## src/rtl/sat_pkg.sv

```systemverilog
package sat_pkg;
  typedef enum logic [1:0] {
    OP_ADD  = 2'b00,
    OP_SUB  = 2'b01,
    OP_DADD = 2'b10,
    OP_DSUB = 2'b11
  } sat_op_e;
endpackage

```

## src/rtl/sat_doubler.sv

```systemverilog
// Multiply by two with clamping to the signed range.
module sat_doubler #(
  parameter int W = 32
) (
  input  logic [W-1:0] din,
  output logic [W-1:0] dout,
  output logic         ovf
);
  localparam logic [W-1:0] MAXV = {1'b0, {(W-1){1'b1}}};
  localparam logic [W-1:0] MINV = {1'b1, {(W-1){1'b0}}};

  always_comb begin
    ovf = din[W-1] ^ din[W-2];
    if (!ovf) dout = {din[W-2:0], 1'b0};
    else      dout = din[W-1] ? MINV : MAXV;
  end
endmodule

```

## src/rtl/sat_addsub_core.sv

```systemverilog
// One-bit-wider add or subtract, then clamp on sign disagreement.
module sat_addsub_core #(
  parameter int W = 32
) (
  input  logic [W-1:0] a,
  input  logic [W-1:0] b,
  input  logic         sub,
  output logic [W-1:0] res,
  output logic         ovf
);
  localparam logic [W-1:0] MAXV = {1'b0, {(W-1){1'b1}}};
  localparam logic [W-1:0] MINV = {1'b1, {(W-1){1'b0}}};

  logic [W:0] ea, eb, s;

  always_comb begin
    ea  = {a[W-1], a};
    eb  = {b[W-1], b};
    s   = sub ? (ea - eb) : (ea + eb);
    ovf = s[W] ^ s[W-1];
    if (ovf) res = s[W] ? MINV : MAXV;
    else     res = s[W-1:0];
  end
endmodule

```

## src/rtl/sticky_bit.sv

```systemverilog
// Sticky status bit; clear beats set.
module sticky_bit (
  input  logic clk,
  input  logic rst,
  input  logic clr,
  input  logic set,
  output logic q
);
  always_ff @(posedge clk) begin
    if (rst)      q <= 1'b0;
    else if (clr) q <= 1'b0;
    else if (set) q <= 1'b1;
  end
endmodule

```

## src/rtl/sat_addsub_unit.sv

```systemverilog
module sat_addsub_unit #(
  parameter int W = 32
) (
  input  logic         clk,
  input  logic         rst,
  input  logic         in_valid,
  input  logic [1:0]   in_op,
  input  logic [W-1:0] in_a,
  input  logic [W-1:0] in_b,
  input  logic         flag_clr,
  output logic         out_valid,
  output logic [W-1:0] out_result,
  output logic         sticky_flag
);
  import sat_pkg::*;

  logic         do_dbl, do_sub;
  logic [W-1:0] dbl_val, opnd_b, core_res;
  logic         dbl_ovf, core_ovf, any_ovf;

  assign do_dbl = (in_op == OP_DADD) || (in_op == OP_DSUB);
  assign do_sub = (in_op == OP_SUB)  || (in_op == OP_DSUB);

  sat_doubler #(.W(W)) u_dbl (
    .din (in_b),
    .dout(dbl_val),
    .ovf (dbl_ovf)
  );

  assign opnd_b = do_dbl ? dbl_val : in_b;

  sat_addsub_core #(.W(W)) u_core (
    .a  (in_a),
    .b  (opnd_b),
    .sub(do_sub),
    .res(core_res),
    .ovf(core_ovf)
  );

  assign any_ovf = (do_dbl && dbl_ovf) || core_ovf;

  sticky_bit u_flag (
    .clk(clk),
    .rst(rst),
    .clr(flag_clr),
    .set(in_valid && any_ovf),
    .q  (sticky_flag)
  );

  always_ff @(posedge clk) begin
    if (rst) begin
      out_valid  <= 1'b0;
      out_result <= '0;
    end else begin
      out_valid <= in_valid;
      if (in_valid) out_result <= core_res;
    end
  end

  // Checks on the behaviour at the ports.
  assert_latency_R9: assert property (@(posedge clk) disable iff (rst)
    in_valid |=> out_valid);
  assert_idle_hold_R9: assert property (@(posedge clk) disable iff (rst)
    !in_valid |=> (!out_valid && $stable(out_result)));
  assert_clr_wins_R8: assert property (@(posedge clk) disable iff (rst)
    flag_clr |=> !sticky_flag);
  assert_sticky_hold_R7: assert property (@(posedge clk) disable iff (rst)
    (sticky_flag && !flag_clr) |=> sticky_flag);
  assert_no_spurious_set_R7: assert property (@(posedge clk) disable iff (rst)
    (!sticky_flag && !in_valid) |=> !sticky_flag);
  assert_pos_add_sign_R2: assert property (@(posedge clk) disable iff (rst)
    (in_valid && in_op == OP_ADD && !in_a[W-1] && !in_b[W-1]) |=> !out_result[W-1]);
  assert_neg_add_sign_R3: assert property (@(posedge clk) disable iff (rst)
    (in_valid && in_op == OP_ADD && in_a[W-1] && in_b[W-1]) |=> out_result[W-1]);
endmodule

```

## config.mk

```make
export PLATFORM = sky130hd
export DESIGN_NAME = sat_addsub_unit
export DESIGN_NICKNAME = d
export VERILOG_FILES = /design/src/rtl/sat_pkg.sv /design/src/rtl/sat_doubler.sv /design/src/rtl/sat_addsub_core.sv /design/src/rtl/sticky_bit.sv /design/src/rtl/sat_addsub_unit.sv
export SDC_FILE = /design/constraint.sdc
export NUM_CORES = 1
export LEC_CHECK = 0
export BUFFER_PORTS_ARGS = -buffer_cell sky130_fd_sc_hd__buf_2
export CELL_PAD_IN_SITES_DETAIL_PLACEMENT = 0
export CELL_PAD_IN_SITES_GLOBAL_PLACEMENT = 1
export CORE_MARGIN = 5
export CORE_UTILIZATION = 40
export DETAILED_ROUTE_END_ITERATION = 12
export PLACE_DENSITY_LB_ADDON = 0.1
export SLEW_MARGIN = 0
export SYNTH_ARGS = -nofsm -noshare
export SYNTH_HDL_FRONTEND = slang
export SYNTH_SLANG_ARGS = --single-unit
```

## constraint.sdc

```tcl
create_clock -name clk -period 8 [get_ports clk]
set_clock_uncertainty 0.1 [all_clocks]
set_input_delay 1.6 -clock clk [delete_from_list [all_inputs] [get_ports clk]]
set_output_delay 1.6 -clock clk [all_outputs]
set_load 0.1 [all_outputs]
```

==> results.txt, run 1 <==
Layout area overhead -> 16.8%
Initial Utilization -> 41.3%
Syn Inst Count -> 604
Die Wd -> 116 microns
Startpoint Class -> input port
DIE AREA -> 13500 sq um
Async S/R FF share, synth -> 0%
crit path max fanout -> 18
Post-synth EDFFs -> 0
first-pass GRT wire length -> 21.5 mm
post-CTS resize count -> 0
syn nets -> 711
Seq cells post-synth -> 34
Syn Area/Cell -> 7.47 sq um
final setup fails -> 0
footprint of the multi-input gates -> 3580 sq um
post-CTS setup buffer count -> 0
Num CTS Buffers -> 5
Inserted Diodes -> 0
Rows -> 38
synth unique cells -> 77
clk slew on worst S/H paths -> 0.06 ns
Placeable Area -> 10900 sq um
final hold vios -> 0
final period utilization -> 91.3%
worst skew pair latency -> 0.28 ns
clock root buffer -> clkbuf_16
routed vias -> 4603
CTS max path bufs -> 2
post-route setup TNS -> 0 ns
Ports -> 104
largest area contributor in the netlist -> dfxtp_1
Most used DFF post-synth -> dfxtp_1
GRT met1 Usage -> 29.5%
overall power -> 0.00136 W
Final Critical Period -> 7.31 ns
Worst Tran Pin Value -> 0.916 ns
DP Wirelength -> 10.9 mm
Filler cells -> 1168
# port buffers -> 103
Peak VDD IR -> 0.000241 V
GRT Total Usage -> 19.6%
reg2reg setup slack -> 6.88 ns
Sink Count -> 34
H-tree depth -> 2
Pre-antenna DRT Iters -> 5
CP required -> 8.05 ns
status -> finished clean
sequential fraction of the synthesis area -> 15.1%
Post-Syn Area -> 4510 sq um
Static Leak -> 2.32 nW
met3 Use GR -> 1.81%
1st-iter DRT viols -> 267
Yosys top cell area share -> 15.1%
most common cell after layout, fill and taps aside -> buf_2
CP arrival -> 7.35 ns
layout cells sized above 1 -> 23.1%
FMAX -> 137 MHz
Slew Viols, Final -> 0
max-cap viol count -> 0
largest net degree at the start of global routing -> 50
dpl cells -> 825
initial antenna violation count -> 0
busiest metal layer after global routing -> met2
critical path class -> in2reg
met2 Track Usage GR -> 30.4%
FF+latch area -> 681 sq um
HP Class -> reg2reg
PwrDens -> 258 nW/um^2
vias in the first global route -> 4366
YS warnings -> 0
Overflow after GRT -> 0
Finished Core Util -> 48.2%
Final Non-Filler Cells -> 833
die height -> 116 microns
CP endpoint kind -> flip-flop
Area contributors post-synth -> dfxtp_1 (15%), ha_1 (10%), nor2_1 (7.8%), a21oi_1 (7.6%), xnor2_1 (7.0%)
ANT nets after route -> 0
relative slew slack -> 38.7%
RSZ-0062 raised after global routing -> no
# DRC -> 0
Post-Route WL -> 13.2 mm
final-stage net count -> 799
DR WL/cell -> 15.8 microns
RePlAce Congestion -> 0.833
vias per inst -> 5.53
Hold Buf Count CTS -> 0
CTS tree -> yes
most frequent cells in the layout -> buf_2 (103), nor2_1 (94), a21oi_1 (69)
-- per-layer routing --
metal | vias to the layer above | wire [microns]
met5 | - | 0
met4 | 0 | 158
met3 | 9 | 779
met2 | 158 | 5600
met1 | 2062 | 6610
li1 | 2374 | -
-- sequential cells by signal, summed over array words and instances, names as in the netlist --
| name | count |
|---|---|
| out_valid | 1 |
| out_result | 32 |
| u_flag.q | 1 |
-- metrics by stage --
step	worst slack [ns]	area [sq um]	hold WS [ns]
2_1_floorplan	0.828	4510	0.821
3_3_place_gp	0.612	5080	0.372
3_5_place_dp	0.436	5080	0.379
4_1_cts	0.702	5270	0.388
5_1_grt	0.0220	5270	0.408
6_report	0.695	5270	0.385
-- final timing paths --
path | cells past startpoint | from | to
setup / recovery | 21 | in_b[30] | out_result[12]
hold / removal | 2 | out_result[16] | out_result[16]
hold reg to reg | 2 | out_result[16] | out_result[16]
setup reg to reg | 2 | u_flag.q | u_flag.q
-- cell usage after synthesis, drive strengths merged (5+ instances only) --
cell	number
nor2	95
a21oi	69
nand2	48
xnor2	37
ha	36
dfxtp	34
o21ai	24
a211oi	22
xor2	20
buf	19
inv	19
a31oi	16
maj3	14
o22ai	14
clkbuf	11
a21o	10
nand3	9
o21bai	9
nor3	8
or3	8
nor2b	6
o21a	6
and2	5
nand4	5
-- critical path, stage by stage --
cell and delay, ns:
buf_2 0.12, inv_1 0.05, ha_1 0.45, nand3b_1 0.52, o22a_1 0.40, nor4b_1 0.48, and2_1 0.32, nand2_1 0.08
nor3_1 0.30, nor2_1 0.09, xor2_1 0.17, ha_1 0.35, inv_1 0.11, nor3_1 0.38, nand4_1 0.18, a211oi_1 0.28
nor3_1 0.11, xnor2_2 0.74, nand2_1 0.14, nand2_2 0.33, o32ai_1 0.15
-- power by group --
group,switching (W),internal (W),leakage (nW)
Clock,0.0000741,0.000179,0.0940
Combinational,0.000614,0.000266,1.94
Sequential,0.0000186,0.000208,0.283
Total,0.000707,0.000652,2.32
-- area by class of cell --
cell class	instances	share of cell area (%)
clock buffer	5	2.37
inverter	19	1.35
timing repair buffer	111	10.9
multi-input combinational	521	67.8
tap	140	3.32
clock inverter	3	1.31
sequential	34	12.9
-- cells by family after synthesis --
group	Yosys count	share of synthesized area (%)
muxes	3	0.693
buffers and inverters	49	5.71
adders and majority gates	51	13.8
xor gates and xnor gates	57	11.2
AOI/OAI and AO/OA	201	31.2
and+or+nand+nor	209	22.4
DFF	34	15.1
No activity file was read; power rests on OpenSTA's default activity.
==> run 2, diff against run 1 <==
CORE_ASPECT_RATIO = 1.75   (was not set)
==> run 2 against run 1 <==
Worst setup slack better by 0.17 ns; critical path depth increased by 2; critical endpoint is now out_result[9]; first-iteration DRC count increased by 2.6%.
==> results.txt, run 2 (same netlist as run 1, synthesis figures left out) <==
FMAX -> 140 MHz (+2.4%)
most common cell after layout, fill and taps aside -> buf_2
Num CTS Buffers -> 5 (unchanged)
Layout area overhead -> 16.8% (about the same)
Int Power -> 0.000654 W (+0.26%)
clk slew on worst S/H paths -> 0.05 ns (about the same)
Psw -> 0.000705 W (-0.25%)
relative slew slack -> 41.2% (+2.5 points)
first-pass GRT wire length -> 22.1 mm (+2.8%)
CP bufs+invs -> 3 (unchanged)
Peak VDD IR -> 0.000271 V (+12%)
met3 Use GR -> 1.95% (+0.14 points)
final-stage net count -> 799 (unchanged)
CP top delay family -> simple AND/OR/NAND/NOR gates
Ports -> 104 (unchanged)
most flop-heavy register -> out_result
CP Cell Sequence -> buf_2 -> ha_1 -> nand2_2 -> o311ai_2 -> nand2_1 -> nor4b_1 -> and2_1 -> nand2_1 -> nor3_1 -> a21oi_1 -> xnor2_1 -> ha_1 -> and3_1 -> and2_1 -> a31o_2 -> a211o_1 -> o2111a_1 -> a311oi_2 -> buf_4 -> o21ai_1 -> nand2b_1 -> buf_4 -> o22ai_1
DR WL/cell -> 16.1 microns (+1.7%)
Initial Utilization -> 40.7% (-0.62 points)
vias in the first global route -> 4551 (+4.2%)
CTS max path bufs -> 2 (unchanged)
GRT Total Usage -> 19.6% (-0.042 points)
Overflow after GRT -> 0 (unchanged)
switching share of power -> 51.9% (-0.13 points)
RePlAce Congestion -> 0.920 (+10%)
Placeable Area -> 11100 sq um (+1.5%)
critical path class -> in2reg
Filler cells -> 1204 (+3.1%)
CP arrival -> 7.18 ns (-0.17 ns)
HP Class -> reg2reg
routed vias -> 4544 (-1.3%)
final setup fails -> 0 (unchanged)
sequential power share -> 16.6% (about the same)
# DRC -> 0 (unchanged)
Cell Area, Placed -> 5070 sq um (-0.20%)
Worst Tran Pin Value -> 0.883 ns (-0.0332 ns)
GRT met1 Usage -> 23.5% (-6.0 points)
crit path max fanout -> 17 (-1)
Final Cell Area -> 5270 sq um (about the same)
Post-Route WL -> 13.3 mm (+0.76%)
largest net degree at the start of global routing -> 50 (unchanged)
Clock power frac -> 18.7% (about the same)
top flop regs -> out_result: 32 flops, out_valid: 1 flops, u_flag.q: 1 flops
max-cap viol count -> 0 (unchanged)
busiest metal layer after global routing -> met2
# port buffers -> 103 (unchanged)
1st-iter DRT viols -> 274 (+2.6%)
die height -> 151 microns (+30%)
layout cells sized above 1 -> 23.1% (unchanged)
vias per inst -> 5.51 (-0.32%)
Slew Viols, Final -> 0 (unchanged)
clock root buffer -> clkbuf_16
Pre-antenna DRT Iters -> 4 (-1)
initial antenna violation count -> 0 (unchanged)
PwrDens -> 258 nW/um^2 (about the same)
most frequent cells in the layout -> buf_2 (103), nor2_1 (94), a21oi_1 (69)
Logic pwr share -> 64.8% (about the same)
Rows -> 51 (+34%)
Largest register FFs -> 32 (unchanged)
Inserted Diodes -> 0 (unchanged)
CP endpoint kind -> flip-flop
Final Critical Period -> 7.13 ns (-0.171 ns)
CTS tree -> yes
RSZ-0062 raised after global routing -> no
H-tree depth -> 2 (unchanged)
ANT nets after route -> 0 (unchanged)
worst skew pair latency -> 0.28 ns (about the same)
Sink Count -> 34 (unchanged)
Die Wd -> 90.3 microns (-22%)
Startpoint Class -> input port
DP Wirelength -> 11.1 mm (+2.6%)
DIE AREA -> 13600 sq um (+0.62%)
met2 Track Usage GR -> 35.5% (+5.1 points)
post-route setup TNS -> 0 ns (unchanged)
Worst path slowest cell -> ha_1
Static Leak -> 2.32 nW (about the same)
CP required -> 8.05 ns (about the same)
final period utilization -> 89.2% (-2.1 points)
Max stage delay on crit path -> 0.61 ns (-0.13 ns)
status -> finished clean
final hold vios -> 0 (unchanged)
==> run 2: cell counts in the layout (fill, tap and decap cells not counted) <==
No cell type changed its count.
==> run 2: area by class of cell <==
type                       count  area [sq um]  area share (%)
multi-input combinational    521          3590            68.0
clock buffer                   5           125            2.37
clock inverter                 3          68.8            1.30
inverter                      19          71.3            1.35
sequential                    34           681            12.9
timing repair buffer         111           576            10.9
tap                          132           165            3.13
==> run 2: layer usage <==
layer | part of all wire (%) | vias up
met4 | 2.9 | 0
met3 | 3.8 | 23
met2 | 51 | 111
met5 | 0 | -
li1 | - | 2382
met1 | 42 | 2028
==> run 2: power by group through the flow <==
stage | Clock (W) | Combinational [W] | Sequential, W
floorplan | 0 | 0.000443 | 0.000501
global placement | 0 | 0.000874 | 0.000228
global route | 0.000269 | 0.000949 | 0.000230
detailed placement | 0 | 0.000878 | 0.000229
CTS | 0.000260 | 0.000883 | 0.000225
finish | 0.000254 | 0.000880 | 0.000225
==> run 2: tightest hold or removal path, delay by kind of cell (launching register included) <==
kind,cells,cell delay [ns]
compound gates,1,0.05
simple gates,1,0.08
flops,1,0.30
==> run 2: per-stage QoR <==
stage / cells / util, % / hold WS [ns] / power, W / worst slack (ns)
2_1_floorplan: 604 / - / 0.821 / 0.000944 / 0.828
3_3_place_gp: 817 / 45.7 / 0.375 / 0.00110 / 0.600
3_5_place_dp: 817 / 45.7 / 0.377 / 0.00111 / 0.332
4_1_cts: 825 / 47.4 / 0.384 / 0.00137 / 0.633
5_1_grt: 825 / 47.5 / 0.409 / 0.00145 / 0.252
6_report: 825 / 47.5 / 0.380 / 0.00136 / 0.866
==> run 2: what timing repair did <==
action,in CTS,in global routing
buffers inserted,0,0
endpoints found under the setup margin,0,6
hold buffers,0,0
gates resized for setup,0,1
==> run 2: path summary, 6_finish.rpt <==
path                       start  cells after the start  slack (ns)              to
setup / recovery        in_b[31]                     23        0.87   out_result[9]
hold / removal    out_result[16]                      2        0.38  out_result[16]
setup reg to reg        u_flag.q                      2        6.96        u_flag.q
hold reg to reg   out_result[16]                      2        0.38  out_result[16]
